**src/rtl/pci_irq_pkg.sv**
```systemverilog
package pci_irq_pkg;
    localparam int NPIN = 4;
    localparam int NEVT = 6;

    localparam int CTRL_ERRRESP = 24;
    localparam int CTRL_ERRIRQ  = 25;
    localparam int CTRL_PARCHK  = 26;

    localparam int ST_PIN_LSB  = 8;
    localparam int ST_EVT_LSB  = 12;
    localparam int ST_MODE_LSB = 24;
    localparam int ST_MCAP     = 30;
    localparam int ST_NOTHOST  = 31;

    // event index: 0 parity, 1 target abort, 2 master abort,
    // 3 dma error, 4 dma done, 5 system error
    localparam logic [NEVT-1:0] ERR_EVT_MASK = 6'b100111;

    typedef struct packed {
        logic [NPIN-1:0] pin_en;
        logic            err_resp;
        logic            err_irq_en;
        logic            par_chk;
    } ctrl_t;

    typedef struct packed {
        ctrl_t           ctrl;
        logic [NEVT-1:0] events;
        logic [NPIN-1:0] irq;
        logic            err_irq;
    } state_t;
endpackage

```
**src/rtl/pci_irq_sync.sv**
```systemverilog
module pci_irq_sync #(
    parameter int WIDTH  = 4,
    parameter int STAGES = 2
) (
    input  logic             clk,
    input  logic             rst_n,
    input  logic [WIDTH-1:0] async_i,
    output logic [WIDTH-1:0] sync_o
);
    logic [WIDTH-1:0] stage_q [STAGES];

    for (genvar s = 0; s < STAGES; s++) begin : g_stage
        if (s == 0) begin : g_first
            always_ff @(posedge clk or negedge rst_n) begin
                if (!rst_n) stage_q[0] <= '0;
                else        stage_q[0] <= async_i;
            end
        end else begin : g_next
            always_ff @(posedge clk or negedge rst_n) begin
                if (!rst_n) stage_q[s] <= '0;
                else        stage_q[s] <= stage_q[s-1];
            end
        end
    end

    assign sync_o = stage_q[STAGES-1];
endmodule

```
**src/rtl/pci_irq_swizzle.sv**
```systemverilog
module pci_irq_swizzle #(
    parameter int SLOT_W = 5,
    parameter int NPIN   = 4,
    localparam int PIN_W = $clog2(NPIN),
    localparam int DEV_W = $clog2(NPIN + 1)
) (
    input  logic [SLOT_W-1:0] slot_i,
    input  logic [DEV_W-1:0]  dev_pin_i,
    output logic [PIN_W-1:0]  host_pin_o,
    output logic              host_pin_vld_o
);
    // NPIN must be a power of two: the sum wraps in PIN_W bits
    logic [PIN_W-1:0] dev_idx;

    always_comb begin
        host_pin_vld_o = (dev_pin_i != '0) && (dev_pin_i <= DEV_W'(NPIN));
        dev_idx        = PIN_W'(dev_pin_i - DEV_W'(1));
        host_pin_o     = host_pin_vld_o ? (dev_idx + slot_i[PIN_W-1:0]) : '0;
    end
endmodule

```
**src/rtl/pci_irq_router.sv**
```systemverilog
module pci_irq_router
    import pci_irq_pkg::*;
#(
    parameter int ADDR_W      = 8,
    parameter int SLOT_W      = 5,
    parameter int SYNC_STAGES = 2,
    localparam int PIN_W      = $clog2(NPIN),
    localparam int DEV_W      = $clog2(NPIN + 1)
) (
    input  logic              clk,
    input  logic              rst_n,
    input  logic              psel,
    input  logic              penable,
    input  logic              pwrite,
    input  logic [ADDR_W-1:0] paddr,
    input  logic [31:0]       pwdata,
    output logic [31:0]       prdata,
    input  logic [NPIN-1:0]   pci_int_n,
    input  logic [NEVT-1:0]   evt_i,
    input  logic [1:0]        mode_strap,
    input  logic              not_host_strap,
    input  logic              mst_cap_strap,
    input  logic [SLOT_W-1:0] slot_i,
    input  logic [DEV_W-1:0]  dev_pin_i,
    output logic [PIN_W-1:0]  host_pin_o,
    output logic              host_pin_vld_o,
    output logic [NPIN-1:0]   irq_o,
    output logic              err_irq_o,
    output logic              err_resp_en_o,
    output logic              par_chk_en_o,
    output logic              host_ok_o
);
    localparam int WIDX_W = ADDR_W - 2;
    localparam logic [WIDX_W-1:0] CTRL_IDX = WIDX_W'(0);
    localparam logic [WIDX_W-1:0] STAT_IDX = WIDX_W'(1);

    state_t st_d, st_q;
    logic [NPIN-1:0] pin_act_s;
    logic [NPIN-1:0] enabled;
    logic [NEVT-1:0] clr_mask;
    logic            wr_en, sel_ctrl, sel_stat, shared_mode;
    logic [31:0]     ctrl_word, stat_word;
    logic            unused_bits;

    pci_irq_sync #(.WIDTH(NPIN), .STAGES(SYNC_STAGES)) u_sync (
        .clk     (clk),
        .rst_n   (rst_n),
        .async_i (~pci_int_n),
        .sync_o  (pin_act_s)
    );

    pci_irq_swizzle #(.SLOT_W(SLOT_W), .NPIN(NPIN)) u_swz (
        .slot_i         (slot_i),
        .dev_pin_i      (dev_pin_i),
        .host_pin_o     (host_pin_o),
        .host_pin_vld_o (host_pin_vld_o)
    );

    assign unused_bits = &{1'b0, paddr[1:0]};

    always_comb begin
        wr_en       = psel && penable && pwrite;
        sel_ctrl    = (paddr[ADDR_W-1:2] == CTRL_IDX);
        sel_stat    = (paddr[ADDR_W-1:2] == STAT_IDX);
        shared_mode = ~mode_strap[1];

        st_d = st_q;
        if (wr_en && sel_ctrl) begin
            st_d.ctrl.pin_en     = pwdata[NPIN-1:0];
            st_d.ctrl.err_resp   = pwdata[CTRL_ERRRESP];
            st_d.ctrl.err_irq_en = pwdata[CTRL_ERRIRQ];
            st_d.ctrl.par_chk    = pwdata[CTRL_PARCHK];
        end

        clr_mask    = (wr_en && sel_stat) ? pwdata[ST_EVT_LSB +: NEVT] : '0;
        st_d.events = (st_q.events & ~clr_mask) | evt_i;

        enabled = pin_act_s & st_d.ctrl.pin_en;
        if (shared_mode) st_d.irq = {{(NPIN-1){1'b0}}, |enabled};
        else             st_d.irq = enabled;

        st_d.err_irq = st_d.ctrl.err_irq_en && |(st_d.events & ERR_EVT_MASK);

        ctrl_word = '0;
        ctrl_word[NPIN-1:0]   = st_q.ctrl.pin_en;
        ctrl_word[CTRL_ERRRESP] = st_q.ctrl.err_resp;
        ctrl_word[CTRL_ERRIRQ]  = st_q.ctrl.err_irq_en;
        ctrl_word[CTRL_PARCHK]  = st_q.ctrl.par_chk;

        stat_word = '0;
        stat_word[ST_NOTHOST]            = not_host_strap;
        stat_word[ST_MCAP]               = mst_cap_strap;
        stat_word[ST_MODE_LSB +: 2]      = mode_strap;
        stat_word[ST_EVT_LSB +: NEVT]    = st_q.events;
        stat_word[ST_PIN_LSB +: NPIN]    = pin_act_s;

        prdata = '0;
        if (psel && !pwrite) begin
            if (sel_ctrl)      prdata = ctrl_word;
            else if (sel_stat) prdata = stat_word;
        end
    end

    always_ff @(posedge clk or negedge rst_n) begin
        if (!rst_n) st_q <= '0;
        else        st_q <= st_d;
    end

    assign irq_o         = st_q.irq;
    assign err_irq_o     = st_q.err_irq;
    assign err_resp_en_o = st_q.ctrl.err_resp;
    assign par_chk_en_o  = st_q.ctrl.par_chk;
    assign host_ok_o     = !not_host_strap && mst_cap_strap;
endmodule

```
**config.mk**
```make
export PLATFORM = sky130hd
export DESIGN_NAME = pci_irq_router
export DESIGN_NICKNAME = d
export VERILOG_FILES = /design/src/rtl/pci_irq_pkg.sv /design/src/rtl/pci_irq_sync.sv /design/src/rtl/pci_irq_swizzle.sv /design/src/rtl/pci_irq_router.sv
export SDC_FILE = /design/constraint.sdc
export NUM_CORES = 1
export LEC_CHECK = 0
export BUFFER_PORTS_ARGS = -buffer_cell sky130_fd_sc_hd__buf_2
export CORE_ASPECT_RATIO = 1.4
export CORE_UTILIZATION = 35
export CTS_CLUSTER_DIAMETER = 120
export DETAILED_ROUTE_END_ITERATION = 16
export GPL_TIMING_DRIVEN = 0
export HOLD_SLACK_MARGIN = 0.05
export PLACE_DENSITY = 0.79
export SYNTH_ARGS = -nofsm -noshare
export SYNTH_HDL_FRONTEND = slang
export SYNTH_SLANG_ARGS = --single-unit
```
**constraint.sdc**
```tcl
create_clock -name clk -period 1.6 [get_ports clk]
set_input_delay 0.32 -clock clk [delete_from_list [all_inputs] [get_ports clk]]
set_output_delay 0.32 -clock clk [all_outputs]
set_load 0.1 [all_outputs]
```
Yosys cells after proc, flatten, opt, wreduce, memory -nomap -nowiden
Cells that the tools add are included.
{ "op_classes": {"addsub": 2, "reduce_logical": 14, "bitwise": 5, "mux": 7, "magnitude_cmp": 1, "n_eq_ne": 1} }
{ "op_table": {"columns": ["operator", "count"], "rows": [
  ["32-bit two-way mux", 3],
  ["1-bit logical AND", 8],
  ["4-bit OR reduction", 2],
  ["7-bit two-way mux", 1],
  ["6-bit bitwise AND", 1],
  ["6-bit by 1-bit == test with 1-bit output, second input constant", 1],
  ["6-bit logical NOT", 1],
  ["6-bit two-way mux", 1],
  ["6-bit NOT", 1],
  ["6-bit OR", 1],
  ["4-bit bitwise AND", 1],
  ["4-bit two-way mux", 1],
  ["4-bit NOT", 1],
  ["3-bit <= comparator, second input constant", 1],
  ["3-bit nonzero test", 1],
  ["2-bit adder", 1],
  ["1-bit logical NOT", 2],
  ["2-bit two-way mux", 1],
  ["2-bit by 1-bit subtractor with 2-bit output, second input constant", 1]
]} }
{ "totals": {"elab_cells": 39, "reg_bits": 26, "output_inout_bits": 43, "inputBits": 67} }

Longest topological paths before layout
{ "depth": {"depth_word": 9, "mapped_depth": 5, "ltp_nobuf": 5} }

Cells and area by module
From an unflattened synthesis, not the netlist that was laid out.
{ "unflattened": {"cells_unflattened": 137, "area_unflattened_um2": 1430.1} }
{ "modules_own_cells": {"columns": ["mod", "cells_each", "instances", "area_per_inst_um2", "seq_area_each_um2"], "rows": [
  ["pci_irq_router", 114, 1, 1117.3, 450.4],
  ["pci_irq_sync", 12, 1, 230.2, 200.2],
  ["pci_irq_swizzle", 11, 1, 82.6, 0.0]
]} }

Worst setup path after synthesis
No wires, ideal clock.
{ "synth_timing": {"kind": "input -> output", "start": "in paddr[3]", "end": "out prdata[10]", "t_arrival_ns": 2.945, "required_ns": 1.280, "path_buffers": 0, "stages": 3, "setup_slack_ns": -1.665, "cell_sequence": "nor4b_4 -> nand3b_1 -> nor3_1"} }
{ "synth_between": {"elab_chain_len": 4, "word_cells_on_any_way": 5, "classes_between": "1 x eq/ne; 3 x mux; 1 x reduce/logical"} }
{ "synth_rtl": {"columns": ["item", "line_no", "text"], "rows": [
  ["from (decl)", "pci_irq_router.sv:15", "input logic [ADDR_W-1:0] paddr,"],
  ["6-bit by 1-bit == test with 1-bit output", "pci_irq_router.sv:64", "sel_stat = (paddr[ADDR_W-1:2] == STAT_IDX);"],
  ["32-bit two-way mux", "pci_irq_router.sv:100", "else if (sel_stat) prdata = stat_word;"],
  ["32-bit two-way mux *", "pci_irq_router.sv:99", "if (sel_ctrl) prdata = ctrl_word;"],
  ["32-bit two-way mux *", "pci_irq_router.sv:98", "if (psel && !pwrite) begin"],
  ["to (decl)", "pci_irq_router.sv:17", "output logic [31:0] prdata,"]
]} }
Every way passes the cells marked *; elsewhere a longest branch is shown, timed or not.

Worst setup path after layout
{ "layout_timing": {"start": "in paddr[6]", "end": "out prdata[10]"} }
Same word-level chain as after synthesis.

==> impl_metrics.tcl <==
set metrics [dict create \
    power_frac_seq_pct 42.7 \
    cts_tree "yes" \
    diodes 0 \
    combPwrFrac_pct 31.5 \
    critPathRequiredTime_ns 1.28 \
    cts_num_sinks 26 \
    rsz0062_at_grt "true" \
    grt_pass1_wl_um 5310 \
    grt_max_degree 27 \
    cts_buffer_depth 2 \
    numPortBuffers 72 \
    crit_fanout 3 \
    powerDensity_nw_per_um2 654 \
    place_congestion 0.721 \
    ys_seq_elements 26 \
    overflow 0 \
    grt_pass1_vias 1208 \
    grtUsageTotal_pct 17.6 \
    p_leak_nw 1.24 \
    die_y_um 76.0 \
    drv_slew 0 \
    drive_gt1_share_pct 62.9 \
    rows 26 \
    wire_per_inst_um 12.2 \
    cap_violations 0 \
    cts_buffers 3 \
    final_cell_mix "buf_2 (49), buf_4 (26), dfrtp_1 (26)" \
    die_x_um 54.9 \
    root_buffer "clkbuf_8" \
    synth_area_leaders "dfrtp_1 (48%), buf_4 (9.9%), and2_1 (5.9%)" \
    synth.distinct_cells 30 \
    drtAntennaViolNets 0 \
    fin_skew_ns 0.00590 \
    ys_seq_area_share_pct 47.5 \
    totalWireLength_um 3310 \
    fin_ws_ns -0.254 \
    clk_latency_ns 0.27 \
    dr.pass1.iters 5 \
    core_area_sq_um 3710 \
    regToRegStartpoint "u_sync.sync_o[3]" \
    min_path_type "input port to async pin" \
    violations "setup timing" \
    cp-startpoint "paddr[6]" \
    synth_area_sq_um 1370 \
    relSlewSlack_pct 61.5 \
    period_share_pct 116 \
    switching_share_pct 35.6 \
    final_util_pct 66.8 \
    status "complete, but fails checks" \
    clock_power_share_pct 25.8 \
    start_util_pct 36.9 \
    syn_avg_cell_area_sq_um 10.3 \
    crit_path_end_kind "primary output" \
    clk_pin_slew_ns 0.08 \
    dpl.hpwl_um 2400 \
    final_common_cell "buf_2" \
    vias_per_cell 4.50 \
    min_period_ns 1.85 \
    syn_inst 133 \
    p_switching_w 0.000578 \
    hold_viol 0 \
    setup_viol 19 \
    antenna_found_initial 0 \
    cp-start-kind "input port" \
    power_w 0.00162 \
    synth_warnings 0 \
    fmax_mhz 539 \
    cts_max_level 1 \
    via_count 1220 \
    peakVddDrop_mv 0.581 \
    synth_largest_area_cell "dfrtp_1" \
    worst_pin_slew_ns 0.578 \
    drtIter0Drc 13 \
    criticalPathCategory "input port to primary output" \
    postCtsHoldBufs 0 \
    crit_arrival_ns 1.53 \
    synth_top_area_share_pct 47.5 \
    intPower_w 0.00104 \
    die-area_sq_um 4170 \
    io_pins 110 \
    final_nets 298 \
    route.detailed.drc 0 \
    areaGrowthSynthToFinish_pct 81.1 \
]
[synth_stat cells]
| cell | n |
|---|---|
| nand2_1 | 9 |
| buf_4 | 18 |
| nor2b_1 | 1 |
| a41oi_1 | 2 |
| o21ai_0 | 1 |
| and4_1 | 2 |
| o311ai_2 | 1 |
| or4_1 | 1 |
| nor4b_4 | 1 |
| mux2i_1 | 3 |
| inv_1 | 13 |
| nor2_1 | 9 |
| ha_1 | 1 |
| buf_2 | 1 |
| dfrtp_1 | 26 |
| xnor2_1 | 1 |
| nor3_1 | 5 |
| a22o_1 | 1 |
| o41a_1 | 1 |
| conb_1 | 1 |
| xor2_1 | 2 |
| mux2_1 | 2 |
| o22ai_1 | 2 |
| and3_1 | 2 |
| mux2_2 | 5 |
| a21o_1 | 6 |
| a221oi_1 | 1 |
| nand3b_1 | 1 |
| and2_1 | 13 |
| inv_2 | 1 |
[power groups by stage]
stage / Combinational, W / Sequential, W / Clock (W)
6_report: 0.000511 / 0.000692 / 0.000419
2_1_floorplan: 0.000336 / 0.000728 / 0
4_1_cts: 0.000496 / 0.000692 / 0.000429
5_1_grt: 0.000537 / 0.000695 / 0.000459
3_5_place_dp: 0.000464 / 0.000705 / 0
3_3_place_gp: 0.000461 / 0.000703 / 0
[final timing paths]
kind | depth (start not counted) | to | slack (ns)
max | 7 | prdata[10] | -0.25
min | 1 | par_chk_en_o | 0.04
max reg2reg | 4 | irq_o[0] | 0.32
min reg2reg | 0 | u_sync.sync_o[1] | 0.35
max in group asynchronous | 1 | u_sync.stage_q[5] | 1.18
min in group clk | 2 | u_sync.stage_q[6] | 0.18
[per-stage QoR]
stage	cells	hold WS, ns	setup WS, ns	setup TNS, ns	area [sq um]
after global routing	271	0.0849	-0.354	-6.27	2480
after global placement	259	0.333	-1.27	-21.65	1970
final	271	0.0419	-0.254	-4.46	2480
after floorplan	145	0.0244	-0.766	-12.32	1550
after CTS	269	0.0500	-0.261	-4.39	2420
after detailed placement	259	0.335	-1.28	-21.98	1970
[sequential cells by signal, summed over array words and instances (netlist names)]
name	count
u_sync.sync_o	4
ctrl_word	5
u_sync.stage_q	4
irq_o	4
st_q	6
err_irq_o	1
par_chk_en_o	1
err_resp_en_o	1
[worst max-delay path, stage by stage]
cell	delay (ns)
buf_6	0.10
nor4b_4	0.29
nand3b_1	0.13
buf_4	0.17
buf_4	0.16
nor3_4	0.16
buf_12	0.20
[routing by layer]
layer | global-route usage [%] | up-vias | wire (um)
met4 | 6.92 | 0 | 55
met3 | 3.59 | 5 | 252
met2 | 31.6 | 52 | 1850
met5 | 0 | - | 0
li1 | - | 599 | -
met1 | 18.6 | 564 | 1150
[layout make-up]
cell class,instances,area (sq um)
Multi-Input combinational cell,86,761
Clock buffer,4,55.1
Tap cell,42,52.6
Fill cell,270,1230
Buffer,19,144
Timing Repair Buffer,80,746
Sequential cell,26,651
Inverter,14,70.1
[cells by family after synthesis]
group | after synthesis | share of synthesized area, %
compound gates | 15 | 9.14
buf+inv | 33 | 14.1
flops | 26 | 47.5
simple gates | 44 | 18.2
fa+ha+maj | 1 | 0.914
other cells | 1 | 0.274
xor+xnor | 3 | 1.92
mux | 10 | 7.95
[repair_timing]
action | in CTS | in global routing
pin swaps | 13 | 10
setup endpoints to repair | 22 | 26
hold endpoints to repair | 0 | 0
gates resized for setup | 91 | 9
buffers inserted | 6 | 2
No activity file was read; power rests on OpenSTA's default activity.
